## src/rtl/ccp_pkg.sv

```systemverilog
package ccp_pkg;
  typedef struct packed {
    logic [2:0] mode;
    logic       en_n;
    logic       en;
  } ccp_ctl_t;

  localparam int unsigned CTL_W     = $bits(ccp_ctl_t);
  localparam int unsigned ADR_CFG   = 0;
  localparam int unsigned ADR_FLAG  = 1;
  localparam int unsigned ADR_GEN   = 2;
  localparam int unsigned ADR_CH0   = 4;
  localparam int unsigned CFG_STAGE = 0;
  localparam int unsigned CFG_TSEL  = 1;
endpackage

```

## src/rtl/ccp_evt_gen.sv

```systemverilog
module ccp_evt_gen (
  input  logic clk,
  input  logic rst_n,
  input  logic trig_sel,
  input  logic sw_gen,
  input  logic trig_in,
  output logic evt
);
  logic trig_q;
  logic trig_d;
  logic trig_rise;

  always_comb begin
    trig_d    = trig_in;
    trig_rise = trig_in & ~trig_q;
    evt       = sw_gen | (trig_sel & trig_rise);
  end

  always_ff @(posedge clk or negedge rst_n) begin
    if (!rst_n) trig_q <= 1'b0;
    else        trig_q <= trig_d;
  end

  AST_SW_ONLY: assert property (@(posedge clk) disable iff (!rst_n)
    (!trig_sel && !sw_gen) |-> !evt);
  AST_TRIG_EDGE: assert property (@(posedge clk) disable iff (!rst_n)
    (trig_sel && $rose(trig_in)) |-> evt);
  AST_STRB_EVT: assert property (@(posedge clk) disable iff (!rst_n)
    sw_gen |-> evt);
endmodule

```

## src/rtl/ccp_flag.sv

```systemverilog
module ccp_flag (
  input  logic clk,
  input  logic rst_n,
  input  logic set,
  input  logic clr,
  output logic flag
);
  logic flag_q;
  logic flag_d;
  logic flag_ce;

  always_comb begin
    flag_ce = set | clr;
    flag_d  = set;
  end

  always_ff @(posedge clk or negedge rst_n) begin
    if (!rst_n)       flag_q <= 1'b0;
    else if (flag_ce) flag_q <= flag_d;
  end

  assign flag = flag_q;

  AST_FLAG_SET: assert property (@(posedge clk) disable iff (!rst_n)
    set |=> flag);
  AST_FLAG_STICKY: assert property (@(posedge clk) disable iff (!rst_n)
    (flag && !clr) |=> flag);
endmodule

```

## src/rtl/ccp_chan_slot.sv

```systemverilog
module ccp_chan_slot
  import ccp_pkg::*;
#(
  parameter bit HAS_COMP = 1'b1
) (
  input  logic     clk,
  input  logic     rst_n,
  input  logic     stage_mode,
  input  logic     evt,
  input  logic     wr_hit,
  input  ccp_ctl_t wr_field,
  output ccp_ctl_t act
);
  ccp_ctl_t stg_q, stg_d;
  ccp_ctl_t act_q, act_d;
  logic     stg_ce, act_ce;
  ccp_ctl_t field_m;

  always_comb begin
    field_m = wr_field;
    if (!HAS_COMP) field_m.en_n = 1'b0;
  end

  generate
    if (HAS_COMP) begin : g_comp
      always_comb begin
        stg_ce = wr_hit;
        stg_d  = field_m;
        if (!stage_mode) begin
          act_ce = wr_hit;
          act_d  = field_m;
        end else begin
          act_ce = evt;
          act_d  = wr_hit ? field_m : stg_q;
        end
      end

      AST_STAGE_HOLD: assert property (@(posedge clk) disable iff (!rst_n)
        (stage_mode && !evt) |=> $stable(act_q));
      AST_WRITE_WINS: assert property (@(posedge clk) disable iff (!rst_n)
        (stage_mode && evt && wr_hit) |=> (act_q == $past(wr_field)));
      AST_DIRECT_TAKE: assert property (@(posedge clk) disable iff (!rst_n)
        (!stage_mode && wr_hit) |=> (act_q == $past(wr_field)));
    end else begin : g_plain
      always_comb begin
        stg_ce = wr_hit;
        stg_d  = field_m;
        act_ce = wr_hit;
        act_d  = field_m;
      end

      AST_PLAIN_TAKE: assert property (@(posedge clk) disable iff (!rst_n)
        wr_hit |=> (act_q.mode == $past(wr_field.mode)
                    && act_q.en == $past(wr_field.en)));
      AST_NO_COMP_EN: assert property (@(posedge clk) disable iff (!rst_n)
        !act_q.en_n);
    end
  endgenerate

  always_ff @(posedge clk or negedge rst_n) begin
    if (!rst_n)      stg_q <= '0;
    else if (stg_ce) stg_q <= stg_d;
  end

  always_ff @(posedge clk or negedge rst_n) begin
    if (!rst_n)      act_q <= '0;
    else if (act_ce) act_q <= act_d;
  end

  assign act = act_q;
endmodule

```

## src/rtl/ccp_comm_preload.sv

```systemverilog
module ccp_comm_preload
  import ccp_pkg::*;
#(
  parameter int unsigned NUM_CH   = 6,
  parameter int unsigned NUM_CMP  = 3,
  parameter int unsigned ADDR_W   = 4,
  parameter int unsigned DATA_W   = 8
) (
  input  logic                      clk,
  input  logic                      rst_n,
  input  logic                      wr_en,
  input  logic [ADDR_W-1:0]         wr_addr,
  input  logic [DATA_W-1:0]         wr_data,
  input  logic                      trig_in,
  output logic [NUM_CH*CTL_W-1:0]   act_ctl,
  output logic                      com_flag
);
  localparam int unsigned ACT_W = NUM_CH * CTL_W;

  logic     stage_q, stage_d;
  logic     tsel_q, tsel_d;
  logic     cfg_ce;
  logic     sw_gen;
  logic     flag_clr;
  logic     evt;
  ccp_ctl_t wr_field;

  always_comb begin
    cfg_ce   = wr_en && (wr_addr == ADDR_W'(ADR_CFG));
    stage_d  = wr_data[CFG_STAGE];
    tsel_d   = wr_data[CFG_TSEL];
    sw_gen   = wr_en && (wr_addr == ADDR_W'(ADR_GEN)) && wr_data[0];
    flag_clr = wr_en && (wr_addr == ADDR_W'(ADR_FLAG)) && wr_data[0];
    wr_field = ccp_ctl_t'(wr_data[CTL_W-1:0]);
  end

  always_ff @(posedge clk or negedge rst_n) begin
    if (!rst_n) begin
      stage_q <= 1'b0;
      tsel_q  <= 1'b0;
    end else if (cfg_ce) begin
      stage_q <= stage_d;
      tsel_q  <= tsel_d;
    end
  end

  ccp_evt_gen u_evt (
    .clk      (clk),
    .rst_n    (rst_n),
    .trig_sel (tsel_q),
    .sw_gen   (sw_gen),
    .trig_in  (trig_in),
    .evt      (evt)
  );

  ccp_flag u_flag (
    .clk   (clk),
    .rst_n (rst_n),
    .set   (evt),
    .clr   (flag_clr),
    .flag  (com_flag)
  );

  logic [ACT_W-1:0] act_bus;

  for (genvar c = 0; c < NUM_CH; c++) begin : g_ch
    logic     hit;
    ccp_ctl_t act_c;
    assign hit = wr_en && (wr_addr == ADDR_W'(ADR_CH0 + c));
    ccp_chan_slot #(.HAS_COMP(c < NUM_CMP)) u_slot (
      .clk        (clk),
      .rst_n      (rst_n),
      .stage_mode (stage_q),
      .evt        (evt),
      .wr_hit     (hit),
      .wr_field   (wr_field),
      .act        (act_c)
    );
    assign act_bus[c*CTL_W +: CTL_W] = act_c;
  end

  assign act_ctl = act_bus;

  initial begin
    AST_PARAM_FIT: assert (ADR_CH0 + NUM_CH <= (1 << ADDR_W) && NUM_CMP <= NUM_CH
                           && DATA_W >= CTL_W);
  end
endmodule

```

## config.mk

```make
export PLATFORM = sky130hd
export DESIGN_NAME = ccp_comm_preload
export DESIGN_NICKNAME = d
export VERILOG_FILES = /design/src/rtl/ccp_pkg.sv /design/src/rtl/ccp_evt_gen.sv /design/src/rtl/ccp_flag.sv /design/src/rtl/ccp_chan_slot.sv /design/src/rtl/ccp_comm_preload.sv
export SDC_FILE = /design/constraint.sdc
export NUM_CORES = 1
export LEC_CHECK = 0
export BUFFER_PORTS_ARGS = -buffer_cell sky130_fd_sc_hd__buf_2
export CAP_MARGIN = 20
export CORE_MARGIN = 4
export CORE_UTILIZATION = 45
export DETAILED_ROUTE_END_ITERATION = 16
export PLACE_DENSITY_LB_ADDON = 0.08
export SYNTH_ARGS = -nofsm -noshare
export SYNTH_HDL_FRONTEND = slang
export SYNTH_SLANG_ARGS = --single-unit
```

## constraint.sdc

```tcl
create_clock -name clk -period 1.7 [get_ports clk]
set_clock_uncertainty 0.1 [all_clocks]
set_input_delay 0.17 -clock clk [delete_from_list [all_inputs] [get_ports clk]]
set_output_delay 0.17 -clock clk [all_outputs]
set_load 0.05 [all_outputs]
```

==> reports/qor.yml, run 1 <==
status:
  status: "completed"
critical_path:
  startpoint: "trig_in"
  arrival_ns: 1.64
  crit_type: "input pin to flip-flop"
  critical_path_peak_fanout: 6
  worstRegToRegCells: 4
  start_kind: "input pin"
  cp_data_required_time_ns: 1.82
  worstReg2RegStart: "stage_q$_DFFE_PN0P_"
  crit_end: "g_ch[2].u_slot.act[0]$_DFFE_PN0P_"
  regToRegSetupSlack_ns: 0.19
  r2r-end: "g_ch[0].u_slot.act[1]$_DFFE_PN0P_"
  cp-end-kind: "flip-flop"
timing:
  timing.hold.ws_ns: 0.119
  period_needed_ns: 1.52
  final-hold-violation-count: 0
  timing.final.ws_setup_ns: 0.175
  timing.fmax_mhz: 656
  fin_crit_sh: 0.897
  setup_viol: 0
  rsz0062_at_grt: "no"
  fin_tns_setup_ns: 0
  slew_viol_final: 0
global_route:
  gr-total-overflow: 0
  grt_pass1_vias: 1403
  grt_util_all_layers: 0.170
  grt_max_degree: 29
  grt_antenna_before_repair: 0
  grt_pass1_wl_mm: 7.14
floorplan:
  initial_utilization: 0.467
  die_y_um: 75.4
  rows: 24
  num_io_pins: 47
  core_um2: 4380
  die_w_um: 75.4
  dieArea_um2: 5690
clock_network:
  cts_sinks: 46
  cts_hold_buf: 2
  cts_resized: 0
  clk_pin_slew_ns: 0.09
  numCtsBuffers: 5
  cts_max_level: 2
  cts_setup_buffers: 0
  root_buffer: "clkbuf_8"
  cts_tree: "built"
  clk_latency_ns: 0.31
  clock_path_buffers: 2
yosys:
  syn_inst: 147
  synth_seq_cells: 46
  synth_cell_type_count: 32
  synth.yosys.warnings: 0
  synth-async-reset-ratio: 1.00
  synth_top_area_share: 0.563
  synth_area_leaders: "dfrtp_1 56%, mux2_2 9.4%, mux2_1 6.6%"
  syn_area_per_cell_um2: 13.9
  synth_top_area_cell: "dfrtp_1"
  synth_edf_count: 0
  ys_seq_area_frac: 0.563
  synth_area_um2: 2050
  ys.flop_type: "dfrtp_1"
hold_path:
  hp-class: "input pin to flip-flop"
place:
  hpwl_mm: 3.12
  dp_slack_ns: 0.160
  gp_congestion: 0.809
  portBuffers: 40
  placed_cell_area_um2: 2300
finish:
  antenna_cells: 0
  layout_common_cells: "46 x dfrtp_1, 40 x buf_2, 17 x mux2_2"
  final_common_cell: "dfrtp_1"
  final_layout_size_suffix_gt1_frac: 0.420
  fill_cells: 398
  finalInstanceArea_um2: 2420
  layout.nets: 208
  area_growth_pct: 18.1
routing:
  viasPerCell: 5.58
  drt-total-wl_mm: 4.32
  dr_total_vias: 1368
  wl_per_cell_um: 17.6
  drc: 0
  drtAntennaViolNets: 0
  dr.first_iter.drc_count: 92
  drtPass1Iterations: 4
power_and_ir_drop:
  p_per_area_nw_per_um2: 1740
  leakagePower_nw: 1.11
  peakVddDrop_mv: 0.964
run:
  cap_violations: 0
[sequential cells by signal, summed over array words and instances, names as in the netlist]
| register | count |
|---|---|
| g_ch.u_slot.act | 27 |
| g_ch.u_slot.stg_q | 15 |
| stage_q | 1 |
| tsel_q | 1 |
| u_evt.trig_q | 1 |
| u_flag.flag | 1 |
[synth_stat cells (2+ instances only)]
cell type,number
buf_2,3
nor2_1,3
buf_4,3
o21ai_0,3
o2bb2a_1,3
mux2_1,12
o22ai_1,15
buf_6,2
buf_1,3
mux2_2,17
a21boi_4,3
a2bb2oi_1,12
nand3b_1,2
inv_1,2
dfrtp_1,46
nand2_1,2
[kinds of logic after synthesis]
kind of cell,Yosys count,share of synthesized area
DFF,46,0.563
AOI/OAI and AO/OA,40,0.170
muxes,29,0.160
and+or+nand+nor,17,0.0654
buffers and inverters,14,0.0404
other,1,0.00183
[how the worst min path moves through the flow]
| stage | from | to | slack, ns | depth (start not counted) |
|---|---|---|---|---|
| floorplan | rst_n | g_ch[0].u_slot.act[0]$_DFFE_PN0P_ | -0.23 | 0 |
| CTS | wr_data[1] | tsel_q$_DFFE_PN0P_ | 0.12 | 2 |
| detailed placement | rst_n | u_flag.flag$_DFFE_PN0P_ | 0.05 | 1 |
| global placement | rst_n | u_flag.flag$_DFFE_PN0P_ | 0.03 | 1 |
| finish | wr_data[1] | tsel_q$_DFFE_PN0P_ | 0.12 | 2 |
| global route | wr_data[1] | tsel_q$_DFFE_PN0P_ | 0.12 | 2 |
[layout make-up]
type                    instances  area (um2)  area share
flip-flops and latches         46        1150       0.476
repair buffers                 48         278       0.115
clock buffers                   6        82.6      0.0342
well taps                      52        65.1      0.0269
multi-input cells              89         820       0.339
clock inverters                 2        12.5     0.00518
inverters                       2        7.51     0.00311
[report_power, final]
part           leakage, nW  internal (mW)  switching, mW
sequential           0.551           1.44          0.180
combinational        0.516          0.570           1.32
clock               0.0472          0.327          0.369
total                 1.11           2.34           1.86
[routing by layer]
metal / up-vias / track usage / share of wire
li1: 635 / - / -
met1: 695 / 0.234 / 0.46
met3: 7 / 0.0435 / 0.050
met5: - / 0 / 0
met4: 0 / 0.0583 / 0.014
met2: 31 / 0.262 / 0.47
[worst max-delay path, cell delays in order]
cell           delay, ns
dlygate4sd3_1       0.52
buf_2               0.11
nand2_1             0.09
o221ai_4            0.27
a21boi_4            0.29
a2bb2oi_1           0.19
[through the flow]
| stage | cells | power, mW | utilization |
|---|---|---|---|
| 3_3_place_gp | 235 | 3.50 | 0.525 |
| 6_report | 245 | 4.20 | 0.551 |
| 3_5_place_dp | 235 | 3.54 | 0.525 |
| 4_1_cts | 245 | 4.24 | 0.551 |
| 5_1_grt | 245 | 4.43 | 0.551 |
| 2_1_floorplan | 149 | 3.07 | - |
(Power assumes the default switching activity.)
==> run 2, diff against run 1 <==
--- a/config.mk
+++ b/config.mk
@@ -9,6 +9,7 @@
 export CAP_MARGIN = 20
 export CORE_MARGIN = 4
 export CORE_UTILIZATION = 45
+export CTS_BUF_LIST = sky130_fd_sc_hd__clkbuf_16
 export DETAILED_ROUTE_END_ITERATION = 16
 export PLACE_DENSITY_LB_ADDON = 0.08
 export SYNTH_ARGS = -nofsm -noshare
==> reports/qor.yml, run 2 (synthesis results as in run 1) <==
global_route:
  grt_pass1_vias: 1417  # +1.0%
  grt_antenna_before_repair: 0  # unchanged
  gr-total-overflow: 0  # unchanged
  grt_max_degree: 29  # unchanged
  grt_pass1_wl_mm: 7.27  # +1.7%
  grt_util_all_layers: 0.172  # +0.00245
timing:
  fin_tns_setup_ns: 0  # unchanged
  slew_viol_final: 0  # unchanged
  period_needed_ns: 1.54  # +0.0160 ns
  rsz0062_at_grt: "no"
  setup_viol: 0  # unchanged
  timing.hold.ws_ns: 0.140  # +0.0209 ns
  fin_crit_sh: 0.906  # +0.00942
  final-hold-violation-count: 0  # unchanged
  timing.fmax_mhz: 649  # -1.0%
routing:
  wl_per_cell_um: 17.8  # +0.72%
  dr.first_iter.drc_count: 98  # +6.5%
  dr_total_vias: 1389  # +1.5%
  drt-total-wl_mm: 4.35  # +0.72%
  drtAntennaViolNets: 0  # unchanged
  drc: 0  # unchanged
  viasPerCell: 5.67  # +1.5%
  drtPass1Iterations: 5  # +1
floorplan:
  core_um2: 4380  # unchanged
  rows: 24  # unchanged
  initial_utilization: 0.467  # unchanged
  dieArea_um2: 5690  # unchanged
  num_io_pins: 47  # unchanged
  die_w_um: 75.4  # unchanged
  die_y_um: 75.4  # unchanged
power_and_ir_drop:
  p_per_area_nw_per_um2: 1800  # +3.8%
  peakVddDrop_mv: 0.964  # about the same
  leakagePower_nw: 1.13  # +1.8%
clock_network:
  cts_hold_buf: 2  # unchanged
  clk_latency_ns: 0.29  # -0.02 ns
  clock_path_buffers: 2  # unchanged
  root_buffer: "clkbuf_16"
  cts_setup_buffers: 0  # unchanged
  cts_tree: "built"
  cts_max_level: 2  # unchanged
  numCtsBuffers: 5  # unchanged
  cts_resized: 0  # unchanged
  cts_sinks: 46  # unchanged
  clk_pin_slew_ns: 0.06  # -0.03 ns
hold_path:
  hp-class: "input pin to flip-flop"
finish:
  finalInstanceArea_um2: 2460  # +1.9%
  seq_area_um2: 1150  # unchanged
  multiInputGateArea_um2: 820  # unchanged
  final_common_cell: "dfrtp_1"
  final_layout_size_suffix_gt1_frac: 0.415  # -0.00518
  layout.nets: 208  # unchanged
  largest_register_ffs: 27  # unchanged
  fill_cells: 398  # unchanged
  layout_common_cells: "46 x dfrtp_1, 40 x buf_2, 17 x mux2_2"
  area_growth_pct: 20.4
  antenna_cells: 0  # unchanged
place:
  portBuffers: 40  # unchanged
  hpwl_mm: 3.12  # unchanged
  gp_congestion: 0.809  # unchanged
  placed_cell_area_um2: 2300  # unchanged
critical_path:
  arrival_ns: 1.64  # about the same
  start_kind: "input pin"
  crit_type: "input pin to flip-flop"
  cp_data_required_time_ns: 1.80  # -0.02 ns
  critical_path_peak_fanout: 6  # unchanged
  cp-end-kind: "flip-flop"
status:
  status: "completed"
run:
  cap_violations: 0  # unchanged
-- run 2: cell count changes in the layout (fill, tap and decap cells not counted) --
cell and delta:
clkbuf_16 +5, clkinv_1 +1, clkbuf_8 -6
-- run 2: cell type report --
cell class              count  area share
repair buffers             48       0.113
clock buffers               5      0.0508
inverters                   2     0.00305
multi-input cells          89       0.333
well taps                  52      0.0264
clock inverters             3     0.00661
flip-flops and latches     46       0.467
-- run 2: per-stage QoR --
step / setup WS, ns / util / cells / total power, mW
floorplan: 0.383 / - / 149 / 3.07
global placement: 0.209 / 0.525 / 235 / 3.50
detailed placement: 0.160 / 0.525 / 235 / 3.54
CTS: 0.127 / 0.562 / 245 / 4.49
global route: 0.0409 / 0.562 / 245 / 4.67
finish: 0.159 / 0.562 / 245 / 4.44
-- run 2: power breakdown --
| group | internal, mW | switching, mW | total (mW) |
|---|---|---|---|
| clock network | 0.536 | 0.396 | 0.932 |
| registers | 1.44 | 0.181 | 1.62 |
| logic | 0.570 | 1.32 | 1.89 |
-- run 2: worst paths after layout --
path	from	to	slack, ns	depth (start not counted)
hold reg to reg	g_ch[3].u_slot.act[0]$_DFFE_PN0P_	g_ch[3].u_slot.act[0]$_DFFE_PN0P_	0.38	1
max in group asynchronous	rst_n	g_ch[1].u_slot.stg_q[3]$_DFF_PN0_	0.72	3
min in group asynchronous	rst_n	u_flag.flag$_DFFE_PN0P_	0.27	2
hold / removal	wr_data[1]	tsel_q$_DFFE_PN0P_	0.14	2
setup reg to reg	stage_q$_DFFE_PN0P_	g_ch[0].u_slot.act[1]$_DFFE_PN0P_	0.19	4
setup / recovery	trig_in	g_ch[2].u_slot.act[4]$_DFFE_PN0P_	0.16	6
-- run 2: worst max-delay path, stage by stage --
cell,delay [ns]
dlygate4sd3_1,0.52
buf_2,0.11
nand2_1,0.08
o221ai_4,0.26
a21boi_4,0.29
a2bb2oi_1,0.20
-- run 2: layer usage --
metal | wire, um | part of all wire | vias to the layer above | global-route usage
li1 | - | - | 634 | -
met2 | 2080 | 0.48 | 40 | 0.262
met1 | 1930 | 0.44 | 705 | 0.239
met5 | 0 | 0 | - | 0
met4 | 76 | 0.017 | 0 | 0.0641
met3 | 259 | 0.060 | 10 | 0.0435
